--- src/rtl/bitscan_pkg.sv ---
package bitscan_pkg;

    typedef enum logic [2:0] {
        OP_TEST  = 3'd0,
        OP_RESET = 3'd1,
        OP_SET   = 3'd2,
        OP_FLIP  = 3'd3,
        OP_FWD   = 3'd4,
        OP_REV   = 3'd5,
        OP_RSV6  = 3'd6,
        OP_RSV7  = 3'd7
    } bop_e;

    typedef struct packed {
        logic test;      // any bit-test form, including plain test
        logic modify;    // write-back forms only
        logic scan_fwd;
        logic scan_rev;
    } bclass_t;

    function automatic bclass_t decode_op(bop_e op);
        bclass_t c;
        c.test     = (op == OP_TEST) || (op == OP_RESET) ||
                     (op == OP_SET)  || (op == OP_FLIP);
        c.modify   = (op == OP_RESET) || (op == OP_SET) || (op == OP_FLIP);
        c.scan_fwd = (op == OP_FWD);
        c.scan_rev = (op == OP_REV);
        return c;
    endfunction

endpackage

--- src/rtl/bit_modify.sv ---
module bit_modify
    import bitscan_pkg::*;
#(
    parameter int WIDTH = 32,
    parameter int IDX_W = $clog2(WIDTH)
) (
    input  logic [WIDTH-1:0] value,
    input  logic [IDX_W-1:0] idx,
    input  bop_e             op,
    output logic             bit_old,
    output logic [WIDTH-1:0] value_new
);
    logic [WIDTH-1:0] mask;

    always_comb begin
        mask    = {{(WIDTH-1){1'b0}}, 1'b1} << idx;
        bit_old = value[idx];
        unique case (op)
            OP_RESET: value_new = value & ~mask;
            OP_SET:   value_new = value | mask;
            OP_FLIP:  value_new = value ^ mask;
            default:  value_new = value;
        endcase
    end
endmodule

--- src/rtl/bit_scan.sv ---
module bit_scan #(
    parameter int WIDTH   = 32,
    parameter int IDX_W   = $clog2(WIDTH),
    parameter int REVERSE = 0
) (
    input  logic [WIDTH-1:0] vec,
    output logic             found,
    output logic [IDX_W-1:0] idx
);
    generate
        if (REVERSE != 0) begin : g_high_first
            always_comb begin
                idx = '0;
                for (int i = 0; i < WIDTH; i++) begin
                    if (vec[i]) idx = IDX_W'(i);
                end
            end
        end else begin : g_low_first
            always_comb begin
                idx = '0;
                for (int i = WIDTH - 1; i >= 0; i--) begin
                    if (vec[i]) idx = IDX_W'(i);
                end
            end
        end
    endgenerate

    assign found = |vec;
endmodule

--- src/rtl/bit_unit.sv ---
module bit_unit
    import bitscan_pkg::*;
#(
    parameter int WIDTH    = 32,
    parameter int OFFSET_W = 8
) (
    input  logic                     clk,
    input  logic                     rst,
    input  logic                     in_valid,
    input  logic [2:0]               in_op,
    input  logic [WIDTH-1:0]         in_value,
    input  logic [OFFSET_W-1:0]      in_offset,
    output logic                     out_valid,
    output logic                     out_cf,
    output logic                     out_zf,
    output logic [WIDTH-1:0]         out_value,
    output logic                     out_wr,
    output logic [$clog2(WIDTH)-1:0] out_index
);
    localparam int IDX_W  = $clog2(WIDTH);
    localparam int NSCAN  = 2;

    bop_e             op;
    bclass_t          cls;
    logic [IDX_W-1:0] ofs_mod;
    logic             bit_old;
    logic [WIDTH-1:0] value_new;
    logic             scan_found [NSCAN];
    logic [IDX_W-1:0] scan_idx   [NSCAN];

    always_comb begin
        op      = bop_e'(in_op);
        cls     = decode_op(op);
        ofs_mod = IDX_W'(in_offset % OFFSET_W'(WIDTH));
    end

    bit_modify #(.WIDTH(WIDTH), .IDX_W(IDX_W)) u_modify (
        .value     (in_value),
        .idx       (ofs_mod),
        .op        (op),
        .bit_old   (bit_old),
        .value_new (value_new)
    );

    generate
        for (genvar g = 0; g < NSCAN; g++) begin : g_scan
            bit_scan #(.WIDTH(WIDTH), .IDX_W(IDX_W), .REVERSE(g)) u_scan (
                .vec   (in_value),
                .found (scan_found[g]),
                .idx   (scan_idx[g])
            );
        end
    endgenerate

    always_ff @(posedge clk) begin
        if (rst) begin
            out_valid <= 1'b0;
            out_cf    <= 1'b0;
            out_zf    <= 1'b0;
            out_value <= '0;
            out_wr    <= 1'b0;
            out_index <= '0;
        end else begin
            out_valid <= in_valid;
            out_wr    <= in_valid && cls.modify;
            if (in_valid && cls.test) begin
                out_cf    <= bit_old;
                out_value <= value_new;
            end
            if (in_valid && cls.scan_fwd) begin
                out_zf <= !scan_found[0];
                if (scan_found[0]) out_index <= scan_idx[0];
            end
            if (in_valid && cls.scan_rev) begin
                out_zf <= !scan_found[1];
                if (scan_found[1]) out_index <= scan_idx[1];
            end
        end
    end
endmodule

--- config.mk ---
export PLATFORM = sky130hd
export DESIGN_NAME = bit_unit
export DESIGN_NICKNAME = d
export VERILOG_FILES = /design/src/rtl/bitscan_pkg.sv /design/src/rtl/bit_modify.sv /design/src/rtl/bit_scan.sv /design/src/rtl/bit_unit.sv
export SDC_FILE = /design/constraint.sdc
export NUM_CORES = 1
export LEC_CHECK = 0
export BUFFER_PORTS_ARGS = -buffer_cell sky130_fd_sc_hd__buf_2
export CORE_MARGIN = 4
export CORE_UTILIZATION = 40
export DETAILED_ROUTE_END_ITERATION = 7
export GPL_TIMING_DRIVEN = 0
export HOLD_SLACK_MARGIN = 0.08
export MAX_ROUTING_LAYER = met4
export PLACE_DENSITY = 0.59
export RECOVER_POWER = 50
export SYNTH_ARGS = -nofsm -noshare
export SYNTH_HDL_FRONTEND = slang
export SYNTH_HIERARCHICAL = 1
export SYNTH_SLANG_ARGS = --single-unit
--- constraint.sdc ---
create_clock -name clk -period 2.06 [get_ports clk]
set_input_delay 0.103 -clock clk [delete_from_list [all_inputs] [get_ports clk]]
set_output_delay 0.103 -clock clk [all_outputs]
set_load 0.05 [all_outputs]
==> key figures, run 1 <==
STA
  – Worst-case clock skew: 0 ps
  – Final cycle utilization of the critical path: 0.954
  – Highest clock rate: 509 MHz
  – Final period demand of the worst path: 1960 ps
  – Setup ws final: 95.4 ps
  – Relative max-transition margin: 0.524
  – Pins over their slew limit: 0
  – Hold Vio Cnt, Final: 0
  – Setup repair after global routing missed its margin: no
  – Tightest Pin Transition: a little over 700 ps
  – Final total negative setup slack: 0 ps
  – Number of endpoints failing setup at the final stage: 0

Floorplan
  – Number of placed I/O pins: 87
  – Row count: 39
  – Die width: around 120 um
  – Initial Util: 0.417
  – Vertical extent of the die: 118 um
  – Area of the core: 11600 sq um
  – Full die area: 13900 sq um

Clock network
  – Setup Fix Bufs, Post-CTS: 0
  – Root Buffer Master: sky130_fd_sc_hd__clkbuf_16
  – Clock-pin transition on the worst setup and hold timing paths: 60 ps
  – Clk sink count: between 40 and 50
  – Worst skew pair latency: approximately 290 ps
  – Longest Clk Path Bufs: 2
  – H-tree depth: 2
  – Clock buffer count from CTS: 5
  – TritonCTS clock tree: done

Cells and area
  – Design Area, Final: 5530 sq um
  – Most common library cell in the layout ignoring fill and taps: sky130_fd_sc_hd__nand2_1
  – Count of nets after finishing: 857
  – Ratio of cells with drive above 1 in the final layout: 0.107
  – Area added between synthesis and finish: 14.3%
  – Final Non-Filler Cells: 890
  – Most used cells in the layout excluding fill and tap cells: sky130_fd_sc_hd__nand2_1, sky130_fd_sc_hd__inv_1, sky130_fd_sc_hd__ha_1
  – Inserted Diodes: 0
  – Number of fill cells: 1226

Worst setup path
  – WP data arrival: 2190 ps
  – Data required time of the worst path: 2290 ps
  – Worst reg2reg path depth: 2
  – Reg2reg setup slack: 1300 ps
  – Origin of the critical flop-to-flop path: out_index[1]
  – Critical path peak fanout: 10
  – Critical path startpoint category: input port
  – Worst setup path end: out_value[31]
  – Crit. Startpoint: in_op[0]
  – Crit path kind: in2reg
  – Endpoint kind of the worst setup timing path: register
  – Crit Reg-Reg Endpoint: out_index[1]

Yosys
  – Post-synth EDFFs: 0
  – Ys flop type: sky130_fd_sc_hd__dfxtp_1
  – Synth area leader: sky130_fd_sc_hd__dfxtp_1
  – Sequential element share of the synthesized area: 0.169
  – Post-Syn Area: between 4000 and 5000 sq um
  – Mapped Cells: between 600 and 700
  – Cell types with the largest area share after synthesis: sky130_fd_sc_hd__dfxtp_1, sky130_fd_sc_hd__ha_1, sky130_fd_sc_hd__nand2_1
  – Synth Warn #: 6
  – Number of storage elements in the synthesis netlist: 41
  – Share of synthesized flip-flops with an asynchronous set or reset: 0
  – Net Count, Synth: 773
  – Fraction of synthesized cell area taken by the top area cell type: 0.169
  – Post-Syn Area per Cell: roughly 7.3 sq um
  – Post-synthesis cell type count: 59

Drt
  – Number of nets with antenna violations after detailed routing: 0
  – Detailed-route DRC error count: 0
  – First-pass detailed-route iteration total: 5
  – Via/cell ratio: 5.79
  – DRT iter0 DRCs: 303
  – Per-cell routed wire length: 18.5 um
  – Total via count after detailed routing: 5153
  – Final WL: about 16000 um

Flow run
  – Maximum capacitance violations: 0

Placement
  – Detailed placer's ending HPWL: 12600 um
  – Cell Area, Placed: 5420 sq um
  – Final Wtd Congestion: 0.849
  – Count of port buffers added during placement: 80
  – Placement Setup Slack: -374 ps
  – Count of placed standard cells including taps: between 800 and 900

Global routing
  – Number of global-route vias before repair: 5217
  – Total overflow reported by the global router: 0
  – Wire length of the first global-routing pass: 26600 um
  – Tot GR Track Use: 0.243
  – Maximum number of pins on one net before global-route repair: 14
  – Number of antenna violations at the first check in global routing: 0

Power
  – Worst VDD drop: 0.343 mV
  – Post-layout power: approximately 2.6 mW
  – Power density of the placed cells: ~470 nW/um^2
  – Total leakage power: 2.35 nW

Run status
  – Result of the run: completed

Min path
  – Depth of the worst hold-timing path: 2
  – Type of the tightest min-delay check: in2reg
==> cell usage after synthesis (7+ instances only) <==
cell type,instances
sky130_fd_sc_hd__nand2_1,127
sky130_fd_sc_hd__inv_1,69
sky130_fd_sc_hd__ha_1,64
sky130_fd_sc_hd__a21oi_1,49
sky130_fd_sc_hd__o21ai_0,48
sky130_fd_sc_hd__dfxtp_1,41
sky130_fd_sc_hd__a22oi_1,31
sky130_fd_sc_hd__nor2_1,28
sky130_fd_sc_hd__clkbuf_1,25
sky130_fd_sc_hd__mux2i_1,24
sky130_fd_sc_hd__a2bb2oi_1,20
sky130_fd_sc_hd__nor3_1,17
sky130_fd_sc_hd__buf_2,11
sky130_fd_sc_hd__nor4_1,10
sky130_fd_sc_hd__mux4_1,7
sky130_fd_sc_hd__nor2b_1,7
==> sequential cells by signal, summed over array words and instances, names as in the netlist <==
name / cells
out_value: 32
out_cf: 1
out_zf: 1
out_wr: 1
out_valid: 1
out_index: 5
==> how the worst min path moves through the flow <==
| stage | startpoint | to | slack [ps] |
|---|---|---|---|
| 5_1_grt | rst | out_valid | 100 |
| 3_5_place_dp | rst | out_valid | 400 |
| 4_1_cts | rst | out_valid | 90 |
| 2_1_floorplan | rst | out_valid | 170 |
| 6_report | rst | out_valid | 90 |
| 3_3_place_gp | in_valid | out_valid | 380 |
==> logic make-up after synthesis <==
logic type,synth area share
adder cells (fa/ha/maj),0.165
flip-flops,0.169
AO/OA/AOI/OAI,0.240
multiplexers,0.0992
AND/OR/NAND/NOR,0.233
buffers and inverters,0.0933
==> critical path: stages <==
cell and delay [ps]:
sky130_fd_sc_hd__buf_2 210, sky130_fd_sc_hd__clkbuf_1 390, sky130_fd_sc_hd__nor2b_1 230, sky130_fd_sc_hd__clkbuf_1 480, sky130_fd_sc_hd__a2bb2oi_1 130, sky130_fd_sc_hd__o21ai_0 410
sky130_fd_sc_hd__nand2_1 100, sky130_fd_sc_hd__a21oi_1 130
==> metrics by stage <==
| stage | hold WS, ps | util |
|---|---|---|
| global route | 95.6 | 0.477 |
| detailed placement | 404 | 0.467 |
| CTS | 87.2 | 0.480 |
| global placement | 380 | 0.467 |
| floorplan | 175 | - |
| finish | 85.2 | 0.477 |
==> where the power goes <==
part	switching [mW]	leakage, nW	internal, mW
logic	0.646	1.95	0.303
clock network	0.340	0.0690	0.476
registers	0.0172	0.335	0.833
total	1.00	2.35	1.61
==> area by class of cell <==
cell class                 count  area (sq um)  share of cell area
sequential                    41           821               0.148
clock inverter                 1          7.51             0.00136
timing repair buffer          80           350              0.0633
inverter                      69           259              0.0468
buffer                        40           181              0.0328
tap                          143           179              0.0323
multi-input combinational    510          3600               0.650
clock buffer                   6           139              0.0251
==> repair_timing <==
action	in CTS	in global routing
endpoints found under the setup margin	1	23
gates resized for setup	1	6
hold buffers	0	0
==> layer usage <==
layer,wire (um),track usage
met5,0,-
met4,554,0.103
met3,969,0.0432
met2,7810,0.400
met1,7150,0.293
Power figures use the tool's default switching activity.
==> run 2, diff against run 1 <==
--- a/config.mk
+++ b/config.mk
@@ -6,6 +6,7 @@
 export NUM_CORES = 1
 export LEC_CHECK = 0
 export BUFFER_PORTS_ARGS = -buffer_cell sky130_fd_sc_hd__buf_2
+export CORE_ASPECT_RATIO = 0.75
 export CORE_MARGIN = 4
 export CORE_UTILIZATION = 40
 export DETAILED_ROUTE_END_ITERATION = 7
==> key figures, run 2 (synthesis results as in run 1) <==
Cells and area
  – Register with the most flip-flops: out_value
  – Number of fill cells: 1211 (-1.2%)
  – Area added between synthesis and finish: 15.2%
  – Inserted Diodes: 0 (unchanged)
  – Most common library cell in the layout ignoring fill and taps: sky130_fd_sc_hd__nand2_1
  – Design Area, Final: 5580 sq um (+0.86%)
  – Count of nets after finishing: 858 (+0.12%)
  – Largest register FFs: 32 (unchanged)
  – Most used cells in the layout excluding fill and tap cells: sky130_fd_sc_hd__nand2_1, sky130_fd_sc_hd__inv_1, sky130_fd_sc_hd__ha_1
  – Ratio of cells with drive above 1 in the final layout: 0.116 (+0.00906)
  – Registers with the most flip-flops: out_value: 32 flops, out_index: 5 flops

Flow run
  – Maximum capacitance violations: 0 (unchanged)

Drt
  – Per-cell routed wire length: 18.4 um (-0.79%)
  – Number of nets with antenna violations after detailed routing: 0 (unchanged)
  – Detailed-route DRC error count: 0 (unchanged)
  – First-pass detailed-route iteration total: 5 (unchanged)
  – DRT iter0 DRCs: 524 (+73%)
  – Total via count after detailed routing: 5249 (+1.9%)
  – Via/cell ratio: 5.76 (-0.49%)
  – Final WL: 16700 um (+1.5%)

Worst setup path
  – Endpoint kind of the worst setup timing path: register
  – Crit Reg-Reg Endpoint: out_index[1]
  – CP cell instances: clkbuf_1 > nor2_2 > nand2_1 > ha_1 > inv_1 > mux2i_1 > a22oi_1 > o21ai_0 > nand2_1 > a21oi_1
  – Data required time of the worst path: 2290 ps (about the same)
  – Critical path peak fanout: 8 (-2)
  – Reg2reg setup slack: 1280 ps (-20 ps)
  – Crit path kind: in2reg
  – Origin of the critical flop-to-flop path: out_index[1]
  – Worst path slowest cell: sky130_fd_sc_hd__nor2_2
  – Delay of the slowest critical-path stage: 530 ps (+50 ps)
  – CP Buf/Inv Count: 2 (-1)
  – WP data arrival: 2160 ps (-30 ps)
  – Family with the most delay on the worst path: simple AND/OR/NAND/NOR gates
  – Critical path startpoint category: input port
  – Most common cell on crit path: sky130_fd_sc_hd__nand2_1
  – Worst reg2reg path depth: 2 (unchanged)

Run status
  – Result of the run: completed

Floorplan
  – Number of placed I/O pins: 87 (unchanged)
  – Full die area: 14000 sq um (+0.13%)
  – Die width: 135 um (+14%)
  – Initial Util: 0.414 (-0.00303)
  – Vertical extent of the die: 103 um (-12%)
  – Row count: 34 (-13%)
  – Area of the core: 11700 sq um (+0.73%)

STA
  – Final total negative setup slack: 0 ps (unchanged)
  – Pins over their slew limit: 0 (unchanged)
  – Final period demand of the worst path: 1930 ps (-36.5 ps)
  – Hold Vio Cnt, Final: 0 (unchanged)
  – Highest clock rate: 519 MHz (+1.9%)
  – Worst slack on hold paths: 99.9 ps (+14.6 ps)
  – Relative max-transition margin: 0.587 (+0.0637)
  – Number of endpoints failing setup at the final stage: 0 (unchanged)
  – Worst-case clock skew: 0 ps (unchanged)
  – Setup repair after global routing missed its margin: yes
  – Tightest Pin Transition: 619 ps (-95.6 ps)
  – Final cycle utilization of the critical path: 0.936 (-0.0177)

Power
  – Worst VDD drop: 0.281 mV (-18%)
  – Total leakage power: 2.37 nW (+0.66%)
  – Post-layout power: 2.60 mW (-0.45%)
  – Power density of the placed cells: 466 nW/um^2 (-1.3%)

Min path
  – Type of the tightest min-delay check: in2reg
  – Hold_sp: rst
  – Worst-case hold path end point: out_valid
  – Depth of the worst hold-timing path: 2 (unchanged)

Clock network
  – Worst skew pair latency: 290 ps (about the same)
  – Clk sink count: 41 (unchanged)
  – TritonCTS clock tree: done
  – Longest Clk Path Bufs: 2 (unchanged)
  – Root Buffer Master: sky130_fd_sc_hd__clkbuf_16
  – Clock buffer count from CTS: 5 (unchanged)
  – Clock-pin transition on the worst setup and hold timing paths: 70 ps (about the same)
  – H-tree depth: 2 (unchanged)

Global routing
  – Number of global-route vias before repair: 5019 (-3.8%)
  – Wire length of the first global-routing pass: 26400 um (-1.0%)
  – Total overflow reported by the global router: 0 (unchanged)
  – Tot GR Track Use: 0.247 (+0.00409)
  – Maximum number of pins on one net before global-route repair: 14 (unchanged)
  – Number of antenna violations at the first check in global routing: 0 (unchanged)

Placement
  – Final Wtd Congestion: 0.925 (+9.0%)
  – Detailed placer's ending HPWL: 12800 um (+1.6%)
  – Count of port buffers added during placement: 80 (unchanged)
  – Cell Area, Placed: 5450 sq um (+0.44%)
run 2: cell types whose count changed in the layout (fill, tap and decap cells not counted), sizes merged:
cell,change
buf,+2
clkinv,+2
clkbuf,-2
run 2: where the power goes:
group          switching (mW)  internal (mW)
Combinational           0.654          0.305
Sequential             0.0190          0.832
Clock                   0.347          0.445
Total                    1.02           1.58
run 2: worst reg2reg max path, cell delays in order (launching register included):
cell,delay [ps]
sky130_fd_sc_hd__dfxtp_1,330
sky130_fd_sc_hd__o21ai_0,80
sky130_fd_sc_hd__a311oi_1,270
run 2: how the worst max path moves through the flow:
stage | from | end | slack [ps] | depth (start not counted)
2_1_floorplan | in_value[12] | out_index[0] | 290 | 5
5_1_grt | in_op[0] | out_value[11] | -20 | 8
4_1_cts | in_offset[2] | out_value[8] | 5 | 11
3_5_place_dp | in_offset[2] | out_value[8] | -580 | 11
6_report | in_offset[0] | out_value[8] | 130 | 10
3_3_place_gp | in_offset[2] | out_value[11] | -540 | 11
run 2: final cells by class:
type                            count  area [sq um]  share of cell area
Multi-Input combinational cell    510          3620               0.648
Sequential cell                    41           821               0.147
Timing Repair Buffer               81           359              0.0643
Inverter                           69           259              0.0464
Tap cell                          162           203              0.0363
Buffer                             40           181              0.0325
Clock buffer                        5           125              0.0224
Clock inverter                      3          17.5             0.00314
run 2: what timing repair did:
action | CTS | global route
setup buffers | 0 | 1
gates cloned | 0 | 0
pin swaps | 0 | 1
endpoints found under the setup margin | 10 | 17
gates resized for setup | 6 | 6
hold buffers | 0 | 0
run 2: through the flow:
step	std cells	setup WS, ps	util
finish	911	132	0.477
global route	911	-19.7	0.477
CTS	911	4.57	0.480
detailed placement	905	-583	0.466
global placement	905	-535	0.466
floorplan	663	294	-
run 2: metal layers:
| metal | share of wire | vias up | routed length [um] | global-route usage |
|---|---|---|---|---|
| li1 | - | 2514 | - | - |
| met1 | 0.45 | 2454 | 7600 | 0.330 |
| met2 | 0.44 | 263 | 7430 | 0.387 |
| met3 | 0.092 | 18 | 1530 | 0.0513 |
| met4 | 0.011 | 0 | 183 | 0.0573 |
| met5 | 0 | - | 0 | - |
==> run 3, diff against run 2 <==
--- a/config.mk
+++ b/config.mk
@@ -13,7 +13,7 @@
 export GPL_TIMING_DRIVEN = 0
 export HOLD_SLACK_MARGIN = 0.08
 export MAX_ROUTING_LAYER = met4
-export PLACE_DENSITY = 0.59
+export PLACE_DENSITY = 0.62
 export RECOVER_POWER = 50
 export SYNTH_ARGS = -nofsm -noshare
 export SYNTH_HDL_FRONTEND = slang
==> constraint.sdc (replaced) <==
create_clock -name clk -period 1.6 [get_ports clk]
set_input_delay 0.08 -clock clk [delete_from_list [all_inputs] [get_ports clk]]
set_output_delay 0.08 -clock clk [all_outputs]
set_load 0.05 [all_outputs]
==> key figures, run 3 (synthesis results as in run 1) <==
Cells and area
  – Most used cells in the layout excluding fill and tap cells: sky130_fd_sc_hd__nand2_1, sky130_fd_sc_hd__inv_1, sky130_fd_sc_hd__ha_1
  – Number of fill cells: 1157 (-4.5%)
  – Fin util: 0.514 (+0.0368)
  – Area added between synthesis and finish: 24.1%
  – Most common library cell in the layout ignoring fill and taps: sky130_fd_sc_hd__nand2_1
  – Registers with the most flip-flops: out_value: 32 flops, out_index: 5 flops
  – Register with the most flip-flops: out_value
  – Inserted Diodes: 0 (unchanged)
  – Ratio of cells with drive above 1 in the final layout: 0.189 (+0.0730)
  – Area of the multi-input gates: 3750 sq um (+3.7%)
  – Count of nets after finishing: 881 (+2.7%)
  – Largest register FFs: 32 (unchanged)
  – Sequential cell area: 821 sq um (unchanged)

Floorplan
  – Initial Util: 0.414 (unchanged)
  – Number of placed I/O pins: 87 (unchanged)
  – Area of the core: 11700 sq um (unchanged)
  – Vertical extent of the die: 103 um (unchanged)
  – Row count: 34 (unchanged)
  – Full die area: 14000 sq um (unchanged)
  – Die width: 135 um (unchanged)

Drt
  – Per-cell routed wire length: 18.5 um (+0.42%)
  – First-pass detailed-route iteration total: 5 (unchanged)
  – Via/cell ratio: 5.88 (+2.1%)
  – Final WL: 17200 um (+3.0%)
  – Detailed-route DRC error count: 0 (unchanged)
  – Total via count after detailed routing: 5496 (+4.7%)
  – Highest signal layer in the routed design: met4
  – Routed wire length on met3: 1500 um (-2.5%)
  – Number of nets with antenna violations after detailed routing: 0 (unchanged)
  – DRT iter0 DRCs: 519 (-0.95%)
  – Routed wire length on met2: 7630 um (+2.7%)
  – Detailed-routing wirelength on met1: 7720 um (+1.6%)

Power
  – Total leakage power: 2.60 nW (+9.9%)
  – Internal power component: 2.11 mW (+33%)
  – Share of total power in the clock network: 0.292 (-0.012)
  – Sw Share: 0.389 (-0.00295)
  – Portion of total power attributed to sequential cells: 0.317 (-0.010)
  – Switch Pwr: 1.34 mW (+32%)
  – Combinational group share of total power: 0.391 (+0.023)
  – Power density of the placed cells: 575 nW/um^2 (+23%)
  – Worst VDD drop: 0.375 mV (+34%)

STA
  – Hold Vio Cnt, Final: 0 (unchanged)
  – Worst-case clock skew: 0 ps (unchanged)
  – Final total negative setup slack: 0 ps (unchanged)
  – Tightest Pin Transition: 617 ps (-1.91 ps)
  – Final period demand of the worst path: between 1500 and 2000 ps
  – Highest clock rate: ~630 MHz
  – Final cycle utilization of the critical path: 0.985
  – Setup repair after global routing missed its margin: yes
  – Relative max-transition margin: 0.590 (+0.00303)
  – Pins over their slew limit: 0 (unchanged)
  – Number of endpoints failing setup at the final stage: 0 (unchanged)

Clock network
  – TritonCTS clock tree: done
  – Worst skew pair latency: 290 ps (about the same)
  – Root Buffer Master: sky130_fd_sc_hd__clkbuf_16
  – Clock buffer count from CTS: 5 (unchanged)
  – Clock-pin transition on the worst setup and hold timing paths: 70 ps (about the same)
  – Longest Clk Path Bufs: 2 (unchanged)
  – Clk sink count: 41 (unchanged)
  – H-tree depth: 2 (unchanged)

Global routing
  – Number of antenna violations at the first check in global routing: 0 (unchanged)
  – Wire length of the first global-routing pass: 25900 um (-1.8%)
  – Tot GR Track Use: 0.241 (-0.00546)
  – Maximum number of pins on one net before global-route repair: 14 (unchanged)
  – Number of global-route vias before repair: 4964 (-1.1%)
  – Total overflow reported by the global router: 0 (unchanged)

Min path
  – Hold_sp: in_op[1]
  – Type of the tightest min-delay check: in2reg

Placement
  – Final Wtd Congestion: 0.875 (-5.4%)
  – Detailed placer's ending HPWL: 12700 um (-0.71%)
  – Count of port buffers added during placement: 80 (unchanged)

Flow run
  – Maximum capacitance violations: 0 (unchanged)

Worst setup path
  – Origin of the critical flop-to-flop path: out_index[0]
  – Crit. Startpoint: in_value[14]
  – Critical path peak fanout: 13 (+5)
  – Endpoint kind of the worst setup timing path: register
  – WP data arrival: 1780 ps (-380 ps)
  – Crit path kind: in2reg
  – Critical path startpoint category: input port
  – Data required time of the worst path: 1800 ps (-490 ps)

Run status
  – Result of the run: completed
==> run 3: cell count changes in the layout (fill, tap and decap cells not counted), moves of 6 or more <==
cell / previous run / this run
sky130_fd_sc_hd__buf_4: 1 / 23
sky130_fd_sc_hd__o21ai_0: 48 / 31
sky130_fd_sc_hd__o21ai_1: 3 / 20
sky130_fd_sc_hd__clkbuf_1: 61 / 45
sky130_fd_sc_hd__clkbuf_2: 3 / 9
sky130_fd_sc_hd__nand2_1: 126 / 120
==> run 3: worst paths after layout <==
check / endpoint / cells past startpoint / slack [ps]
worst min-delay path: out_wr / 3 / 160
worst max register to register: out_index[0] / 2 / 870
worst max-delay path: out_index[0] / 8 / 20
worst min register to register: out_value[5] / 2 / 460
==> run 3: power by group through the flow <==
stage	sequential, mW	combinational (mW)	clock (mW)
2_1_floorplan	1.29	0.616	0
3_3_place_gp	1.12	1.18	0
3_5_place_dp	1.12	1.22	0
4_1_cts	1.10	1.27	1.03
5_1_grt	1.10	1.45	1.09
6_report	1.10	1.35	1.01
==> run 3: stage by stage <==
stage	power [mW]	instances	area (sq um)	hold WS [ps]	setup WS, ps
3_5_place_dp	2.34	905	5480	370	-813
3_3_place_gp	2.30	905	5480	365	-818
5_1_grt	3.64	934	6010	196	-82.1
2_1_floorplan	1.91	663	4870	152	-18.5
6_report	3.45	934	6010	157	23.9
4_1_cts	3.40	919	5790	148	3.96
==> run 3: routing by layer <==
metal / vias up / GRT usage
met4: 0 / 0.0682
li1: 2569 / -
met3: 42 / 0.0508
met2: 285 / 0.379
met5: - / -
met1: 2600 / 0.318
==> run 3: area by class of cell <==
type,count,area share
sequential,41,0.137
tap,162,0.0337
multi-input combinational,510,0.624
buffer,41,0.0393
clock inverter,3,0.00291
inverter,69,0.0431
clock buffer,5,0.0208
timing repair buffer,103,0.0999
==> run 3: critical path: stages <==
cell,delay [ps]
sky130_fd_sc_hd__clkbuf_4,190
sky130_fd_sc_hd__or3_1,360
sky130_fd_sc_hd__a221o_1,280
sky130_fd_sc_hd__a21oi_2,210
sky130_fd_sc_hd__o221ai_2,140
sky130_fd_sc_hd__a21oi_2,210
sky130_fd_sc_hd__nor3_2,70
sky130_fd_sc_hd__a311oi_1,240
==> run 3: timing repair <==
| item | in CTS | in global routing |
|---|---|---|
| pin swaps | 5 | 25 |
| setup buffers | 6 | 14 |
| endpoints found under the hold margin | 1 | 0 |
| cloned | 0 | 1 |
| resized for setup | 37 | 61 |
| setup endpoints to repair | 39 | 37 |
| hold buffers | 2 | 0 |
